`src/rtl/pd_detect_pkg.sv`:
```
package pd_detect_pkg;

   typedef enum logic [2:0] {
      PD_IDLE      = 3'd0,
      PD_WAIT_DOWN = 3'd1,
      PD_LISTEN    = 3'd2,
      PD_NP_TX     = 3'd3,
      PD_FOUND     = 3'd4,
      PD_STANDARD  = 3'd5
   } pd_state_e;

   typedef struct packed {
      logic std_set;
      logic tmo_set;
      logic pwr_set;
      logic pwr_clr;
   } pd_evt_t;

endpackage

```
`src/rtl/pd_detect_evid.sv`:
```
module pd_detect_evid
   import pd_detect_pkg::*;
(
   input  logic      nlp_seen,
   input  logic      mlt3_seen,
   input  logic      flp_rx,
   input  logic      flp_np_able,
   input  logic      np_mismatch,
   input  pd_state_e state,
   output logic      std_evidence,
   output logic      np_request
);

   // Anything that marks an ordinary partner, including a refused page.
   always_comb begin
      std_evidence = nlp_seen | mlt3_seen | (flp_rx & ~flp_np_able)
                   | ((state == PD_NP_TX) & np_mismatch);
      np_request   = flp_rx & flp_np_able;
   end

endmodule

```
`src/rtl/pd_detect_fsm.sv`:
```
module pd_detect_fsm
   import pd_detect_pkg::*;
(
   input  logic      clk,
   input  logic      rst_n,
   input  logic      en,
   input  logic      an_enable,
   input  logic      an_restart,
   input  logic      link_up,
   input  logic      lfi_expired,
   input  logic      np_match,
   input  logic      std_evidence,
   input  logic      np_request,
   output pd_state_e state,
   output pd_evt_t   evt,
   output logic      adv_np,
   output logic      np_send
);

   pd_state_e nxt;
   logic      abort;
   logic      searching;

   always_comb begin
      abort     = ~en | ~an_enable | an_restart;
      searching = (state == PD_LISTEN) | (state == PD_NP_TX);
      nxt       = state;
      evt       = '0;
      evt.pwr_clr = an_restart | ~an_enable | (link_up & searching);
      unique case (state)
         PD_IDLE: begin
            if (!abort) nxt = link_up ? PD_WAIT_DOWN : PD_LISTEN;
         end
         PD_WAIT_DOWN: begin
            if (abort)         nxt = PD_IDLE;
            else if (!link_up) nxt = PD_LISTEN;
         end
         PD_LISTEN, PD_NP_TX, PD_STANDARD: begin
            if (abort)              nxt = PD_IDLE;
            else if (link_up)       nxt = PD_WAIT_DOWN;
            else if (lfi_expired) begin
               nxt         = PD_LISTEN;
               evt.tmo_set = 1'b1;
            end else if (std_evidence) begin
               nxt         = PD_STANDARD;
               evt.std_set = 1'b1;
            end else if (state == PD_LISTEN && np_request) begin
               nxt = PD_NP_TX;
            end else if (state == PD_NP_TX && np_match) begin
               nxt         = PD_FOUND;
               evt.pwr_set = 1'b1;
            end
         end
         PD_FOUND: begin
            if (abort) nxt = PD_IDLE;
         end
         default: nxt = PD_IDLE;
      endcase
   end

   always_ff @(posedge clk or negedge rst_n) begin
      if (!rst_n) state <= PD_IDLE;
      else        state <= nxt;
   end

   always_comb begin
      adv_np  = (state == PD_LISTEN) | (state == PD_NP_TX)
              | (state == PD_STANDARD) | (state == PD_FOUND);
      np_send = (state == PD_NP_TX);
   end

endmodule

```
`src/rtl/pd_detect_csr.sv`:
```
module pd_detect_csr
   import pd_detect_pkg::*;
#(
   parameter int DATA_W  = 16,
   parameter int EN_BIT  = 0,
   parameter int PWR_BIT = 1,
   parameter int STD_BIT = 2,
   parameter int TMO_BIT = 3
) (
   input  logic              clk,
   input  logic              rst_n,
   input  logic              mgmt_wr,
   input  logic              mgmt_rd,
   input  logic [DATA_W-1:0] mgmt_wdata,
   input  logic              an_enable,
   input  logic              an_restart,
   input  logic              link_up,
   input  pd_evt_t           evt,
   output logic              en_q,
   output logic              pwr_q,
   output logic              std_q,
   output logic              tmo_q,
   output logic [DATA_W-1:0] mgmt_rdata
);

   logic clr_common;
   logic unused_wdata;

   assign clr_common   = ~en_q | link_up | an_restart | ~an_enable;
   assign unused_wdata = ^mgmt_wdata;

   always_ff @(posedge clk or negedge rst_n) begin
      if (!rst_n) begin
         en_q  <= 1'b0;
         pwr_q <= 1'b0;
         std_q <= 1'b0;
         tmo_q <= 1'b0;
      end else begin
         if (mgmt_wr) en_q <= mgmt_wdata[EN_BIT];

         if (evt.pwr_clr)      pwr_q <= 1'b0;
         else if (evt.pwr_set) pwr_q <= 1'b1;

         // A set event outranks every clear, the clearing read included.
         if (evt.std_set)                  std_q <= 1'b1;
         else if (clr_common || mgmt_rd)   std_q <= 1'b0;

         if (evt.tmo_set)                  tmo_q <= 1'b1;
         else if (clr_common || mgmt_rd)   tmo_q <= 1'b0;
      end
   end

   // Read data comes from the registers, so it shows the values before this read clears them.
   for (genvar b = 0; b < DATA_W; b++) begin : g_rd
      if (b == EN_BIT)       begin : g_en  assign mgmt_rdata[b] = en_q;  end
      else if (b == PWR_BIT) begin : g_pwr assign mgmt_rdata[b] = pwr_q; end
      else if (b == STD_BIT) begin : g_std assign mgmt_rdata[b] = std_q; end
      else if (b == TMO_BIT) begin : g_tmo assign mgmt_rdata[b] = tmo_q; end
      else                   begin : g_zero assign mgmt_rdata[b] = 1'b0; end
   end

endmodule

```
`src/rtl/pd_detect_ctl.sv`:
```
module pd_detect_ctl
   import pd_detect_pkg::*;
#(
   parameter int DATA_W  = 16,
   parameter int EN_BIT  = 0,
   parameter int PWR_BIT = 1,
   parameter int STD_BIT = 2,
   parameter int TMO_BIT = 3
) (
   input  logic              clk,
   input  logic              rst_n,
   input  logic              an_enable,
   input  logic              an_restart,
   input  logic              link_up,
   input  logic              nlp_seen,
   input  logic              mlt3_seen,
   input  logic              flp_rx,
   input  logic              flp_np_able,
   input  logic              np_match,
   input  logic              np_mismatch,
   input  logic              lfi_expired,
   input  logic              mgmt_wr,
   input  logic              mgmt_rd,
   input  logic [DATA_W-1:0] mgmt_wdata,
   output logic [DATA_W-1:0] mgmt_rdata,
   output logic              adv_np,
   output logic              np_send,
   output logic              pwr_req
);

   localparam int MAX_BIT = (EN_BIT > PWR_BIT ? EN_BIT : PWR_BIT) > (STD_BIT > TMO_BIT ? STD_BIT : TMO_BIT)
                          ? (EN_BIT > PWR_BIT ? EN_BIT : PWR_BIT) : (STD_BIT > TMO_BIT ? STD_BIT : TMO_BIT);

   if (MAX_BIT >= DATA_W) begin : g_chk_width
      $error("pd_detect_ctl: field position beyond DATA_W");
   end
   if (EN_BIT == PWR_BIT || EN_BIT == STD_BIT || EN_BIT == TMO_BIT ||
       PWR_BIT == STD_BIT || PWR_BIT == TMO_BIT || STD_BIT == TMO_BIT) begin : g_chk_overlap
      $error("pd_detect_ctl: register fields overlap");
   end

   pd_state_e state_q;
   pd_evt_t   evt;
   logic      std_evidence;
   logic      np_request;
   logic      en_q;
   logic      pwr_q;
   logic      std_q;
   logic      tmo_q;

   pd_detect_evid u_evid (
      .nlp_seen     (nlp_seen),
      .mlt3_seen    (mlt3_seen),
      .flp_rx       (flp_rx),
      .flp_np_able  (flp_np_able),
      .np_mismatch  (np_mismatch),
      .state        (state_q),
      .std_evidence (std_evidence),
      .np_request   (np_request)
   );

   pd_detect_fsm u_fsm (
      .clk          (clk),
      .rst_n        (rst_n),
      .en           (en_q),
      .an_enable    (an_enable),
      .an_restart   (an_restart),
      .link_up      (link_up),
      .lfi_expired  (lfi_expired),
      .np_match     (np_match),
      .std_evidence (std_evidence),
      .np_request   (np_request),
      .state        (state_q),
      .evt          (evt),
      .adv_np       (adv_np),
      .np_send      (np_send)
   );

   pd_detect_csr #(
      .DATA_W  (DATA_W),
      .EN_BIT  (EN_BIT),
      .PWR_BIT (PWR_BIT),
      .STD_BIT (STD_BIT),
      .TMO_BIT (TMO_BIT)
   ) u_csr (
      .clk        (clk),
      .rst_n      (rst_n),
      .mgmt_wr    (mgmt_wr),
      .mgmt_rd    (mgmt_rd),
      .mgmt_wdata (mgmt_wdata),
      .an_enable  (an_enable),
      .an_restart (an_restart),
      .link_up    (link_up),
      .evt        (evt),
      .en_q       (en_q),
      .pwr_q      (pwr_q),
      .std_q      (std_q),
      .tmo_q      (tmo_q),
      .mgmt_rdata (mgmt_rdata)
   );

   assign pwr_req = pwr_q;

endmodule

```
`config.mk`:
```
export PLATFORM = sky130hd
export DESIGN_NAME = pd_detect_ctl
export DESIGN_NICKNAME = d
export VERILOG_FILES = /design/src/rtl/pd_detect_pkg.sv /design/src/rtl/pd_detect_evid.sv /design/src/rtl/pd_detect_fsm.sv /design/src/rtl/pd_detect_csr.sv /design/src/rtl/pd_detect_ctl.sv
export SDC_FILE = /design/constraint.sdc
export NUM_CORES = 1
export LEC_CHECK = 0
export ABC_AREA = 1
export CORE_UTILIZATION = 52
export DETAILED_ROUTE_END_ITERATION = 16
export DONT_BUFFER_PORTS = 1
export PLACE_DENSITY = 0.82
export SETUP_SLACK_MARGIN = 0.15
export SLEW_MARGIN = 0
export SYNTH_ARGS = -nofsm -noshare
export SYNTH_HDL_FRONTEND = slang
export SYNTH_SLANG_ARGS = --single-unit
```
`constraint.sdc`:
```
create_clock -name clk -period 1.3 [get_ports clk]
set_input_delay 0.13 -clock clk [delete_from_list [all_inputs] [get_ports clk]]
set_output_delay 0.13 -clock clk [all_outputs]
set_load 0.01 [all_outputs]
```
==> metrics <==
Finished Core Util 78.8%; placed cell count 128; clock tree sinks 7; synth cell count leaders 32 x nand2_1, 17 x nor2_1, 16 x buf_4, 14 x inv_1, 10 x nand3_1; placer congestion estimate 0.916; post-route ant nets 0; pre-CTS setup slack -0.0328 ns; Routed WL per cell 15.0 um; H-tree depth 1; Syn Inst Count ~120; CP startpoint kind register; Crit Path Class reg -> reg; most frequent cell after synthesis nand2_1; number of diodes 0; crit path DAT 1.57 ns; Overflow after GRT 0; mean post-synth cell area 6.16 um^2; Reg clk slew, reported paths 0.06 ns; Residual DRC 0; Pre-antenna DRT Iters 4; Top FF cell, synth dfrtp_1; RSZ-0062 raised after global routing true; CTS Buf Count 3; vias in the first global route 676; non-filler cells, final 146; FF+latch count, synth 7; RR Startpoint u_fsm.state[2]; Post-synth EDFFs 0; PwrDens 1310 mW/mm^2; Final Hold Vio Count 0; 1st-iter DRT viols 49; CTS tree built; total power 0.00123 W; Site Rows 12; hold depth 2; setup ws final -0.0791 ns; IO Port Bufs 0; clk buf depth 2; most area-consuming cells after synthesis dfrtp_1 25%, buf_4 17%, nand2_1 17%, nor2_1 8.9%, inv_1 7.4%; HP Class in -> reg; grt met2 use 47.9%; Final Max Slew Viols 0; die width slightly below 40 um; # fillers between 70 and 80; register area share after synthesis between 20% and 30%; WL final 2.20 mm; die area ~0.0015 mm^2; detailed-placement wirelength estimate 1.11 mm; Synth area leader dfrtp_1; slowest CP cell dfrtp_1; MaxCap Viol Count 0; mapped cell area 714 um^2; Tcrit/Tclk final 106%; setup violators final 3; via count roughly 840; vias per inst 5.78; CP most frequent cell buf_4; r2r endpoint u_fsm.state[0]; leakage dissipation 0.483 nW; Starting Density approximately three fifths; CP Max Fanout 5; clock latency on the worst-skew pair 0.27 ns; f_max around 0.73 GHz; library cells used by synthesis 18; WHS 0.00888 ns; Yosys top cell area share 24.5%; Worst Clk Skew between 0.015 and 0.02 ns; CP max stage delay 0.35 ns; die height 39.1 um; busiest grt layer met2; CTS root buf clkbuf_4; WP data required 1.49 ns; IO Count 49; worst hold start lfi_expired; FF-to-FF path depth 8; layout cells sized above 1 37.9%; met1 GRT Util slightly below 30%; pin count of the biggest net entering global routing 8; initial antenna violation count 0; Buf/Inv on CP 3; Hold Path Sink u_csr.tmo_q; Post-synth ARST share 100%; CP delay by family, top buffers and inverters; Nets between 150 and 200; status finished with violations; Yosys Warn Count 0; first-pass GRT wire length 2.78 mm; Area Growth Syn to Fin 30.8%; GRT Total Usage 27.6%; cells along the critical path inv_2 > buf_4 > buf_4 > nand3_4 > nor2_2 > o21ai_1 > nand3_1 > nand2_1; peak supply drop approximately 0.001 V; Reg2Reg Setup Slack -0.08 ns; critical path endpoint category register; met3 Resource Use GR 12.1%; Final Critical Period 1.38 ns; failing checks setup timing; Core Box Area 0.00119 mm^2
[worst register-to-register path: stages (launching register included)]
cell and delay (ns):
dfrtp_1 0.35, inv_2 0.07, buf_4 0.15, buf_4 0.14, nand3_4 0.10, nor2_2 0.04
o21ai_1 0.24, nand3_1 0.13, nand2_1 0.08
[logic make-up (layout without fill, tap and decap cells)]
group | Yosys count | count (layout) | synth area share, %
and+or+nand+nor | 70 | 70 | 43.4
buffers and inverters | 31 | 36 | 24.7
AOI/OAI and AO/OA | 5 | 5 | 3.50
DFF | 7 | 7 | 24.5
muxes | 1 | 1 | 1.58
other | 1 | 12 | 0.525
adders and majority gates | 1 | 1 | 1.75
[sequential cells by signal (all words and copies together), names as in the netlist]
name         flops
u_fsm.state      3
u_csr.tmo_q      1
u_csr.en_q       1
u_csr.pwr_q      1
u_csr.std_q      1
[metal layers]
metal	share of wire (%)	routed length (um)	vias to the layer above
met5	0	0	-
met2	49	1080	68
met1	36	800	388
li1	-	-	374
met3	10	227	14
met4	3.9	85	0
[layout make-up]
| cell class | count | area, um^2 | area share (%) |
|---|---|---|---|
| Clock buffer | 4 | 26.3 | 2.81 |
| Tap cell | 14 | 17.5 | 1.87 |
| Sequential cell | 7 | 178 | 19.0 |
| Timing Repair Buffer | 17 | 140 | 15.0 |
| Inverter | 15 | 58.8 | 6.29 |
| Multi-Input combinational cell | 89 | 514 | 55.0 |
[worst max-delay path by stage]
stage	from	cells after the start	to
after floorplan	u_fsm.state[2]	8	u_fsm.state[1]
after global placement	u_fsm.state[1]	10	u_fsm.state[0]
after detailed placement	u_fsm.state[1]	10	u_fsm.state[1]
after CTS	u_fsm.state[0]	9	u_fsm.state[1]
after global routing	u_fsm.state[2]	8	u_fsm.state[0]
final	u_fsm.state[2]	8	u_fsm.state[0]
[what timing repair did]
item,CTS,global route
gates resized for setup,14,19
pin swaps,11,12
setup endpoints to repair,8,8
endpoints found under the hold margin,7,1
buffers inserted,10,2
hold buffers,1,1
[metrics by stage]
step | setup TNS (ns) | cell area (um^2)
6_report | -0.205 | 935
5_1_grt | -0.495 | 935
4_1_cts | 0 | 840
3_5_place_dp | -0.0519 | 691
3_3_place_gp | 0 | 691
2_1_floorplan | 0 | 771
[power breakdown]
group	internal [W]	switching [W]	leakage (nW)	total [W]
clock	0.000118	0.0000958	0.0150	0.000214
sequential	0.000256	0.0000632	0.0904	0.000319
combinational	0.000263	0.000430	0.377	0.000693
[cells in the final DEF (no fill, tap or decap)]
cell and instances:
a21oi_2 1, buf_4 13, buf_6 2, clkbuf_1 1
clkbuf_4 3, conb_1 12, dfrtp_1 5, dfrtp_2 2
dlygate4sd3_1 2, ha_1 1, inv_1 11, inv_2 3
inv_4 1, mux2_2 1, nand2_1 23, nand2_2 7
nand2_4 2, nand3_1 5, nand3_2 5, nand3_4 1
nand3b_1 1, nand4_1 5, nor2_1 11, nor2_2 4
nor2_4 3, nor3_2 1, nor3_4 1, o21ai_0 2
o21ai_1 2, or2_0 1
No activity file was read; power rests on OpenSTA's default activity.
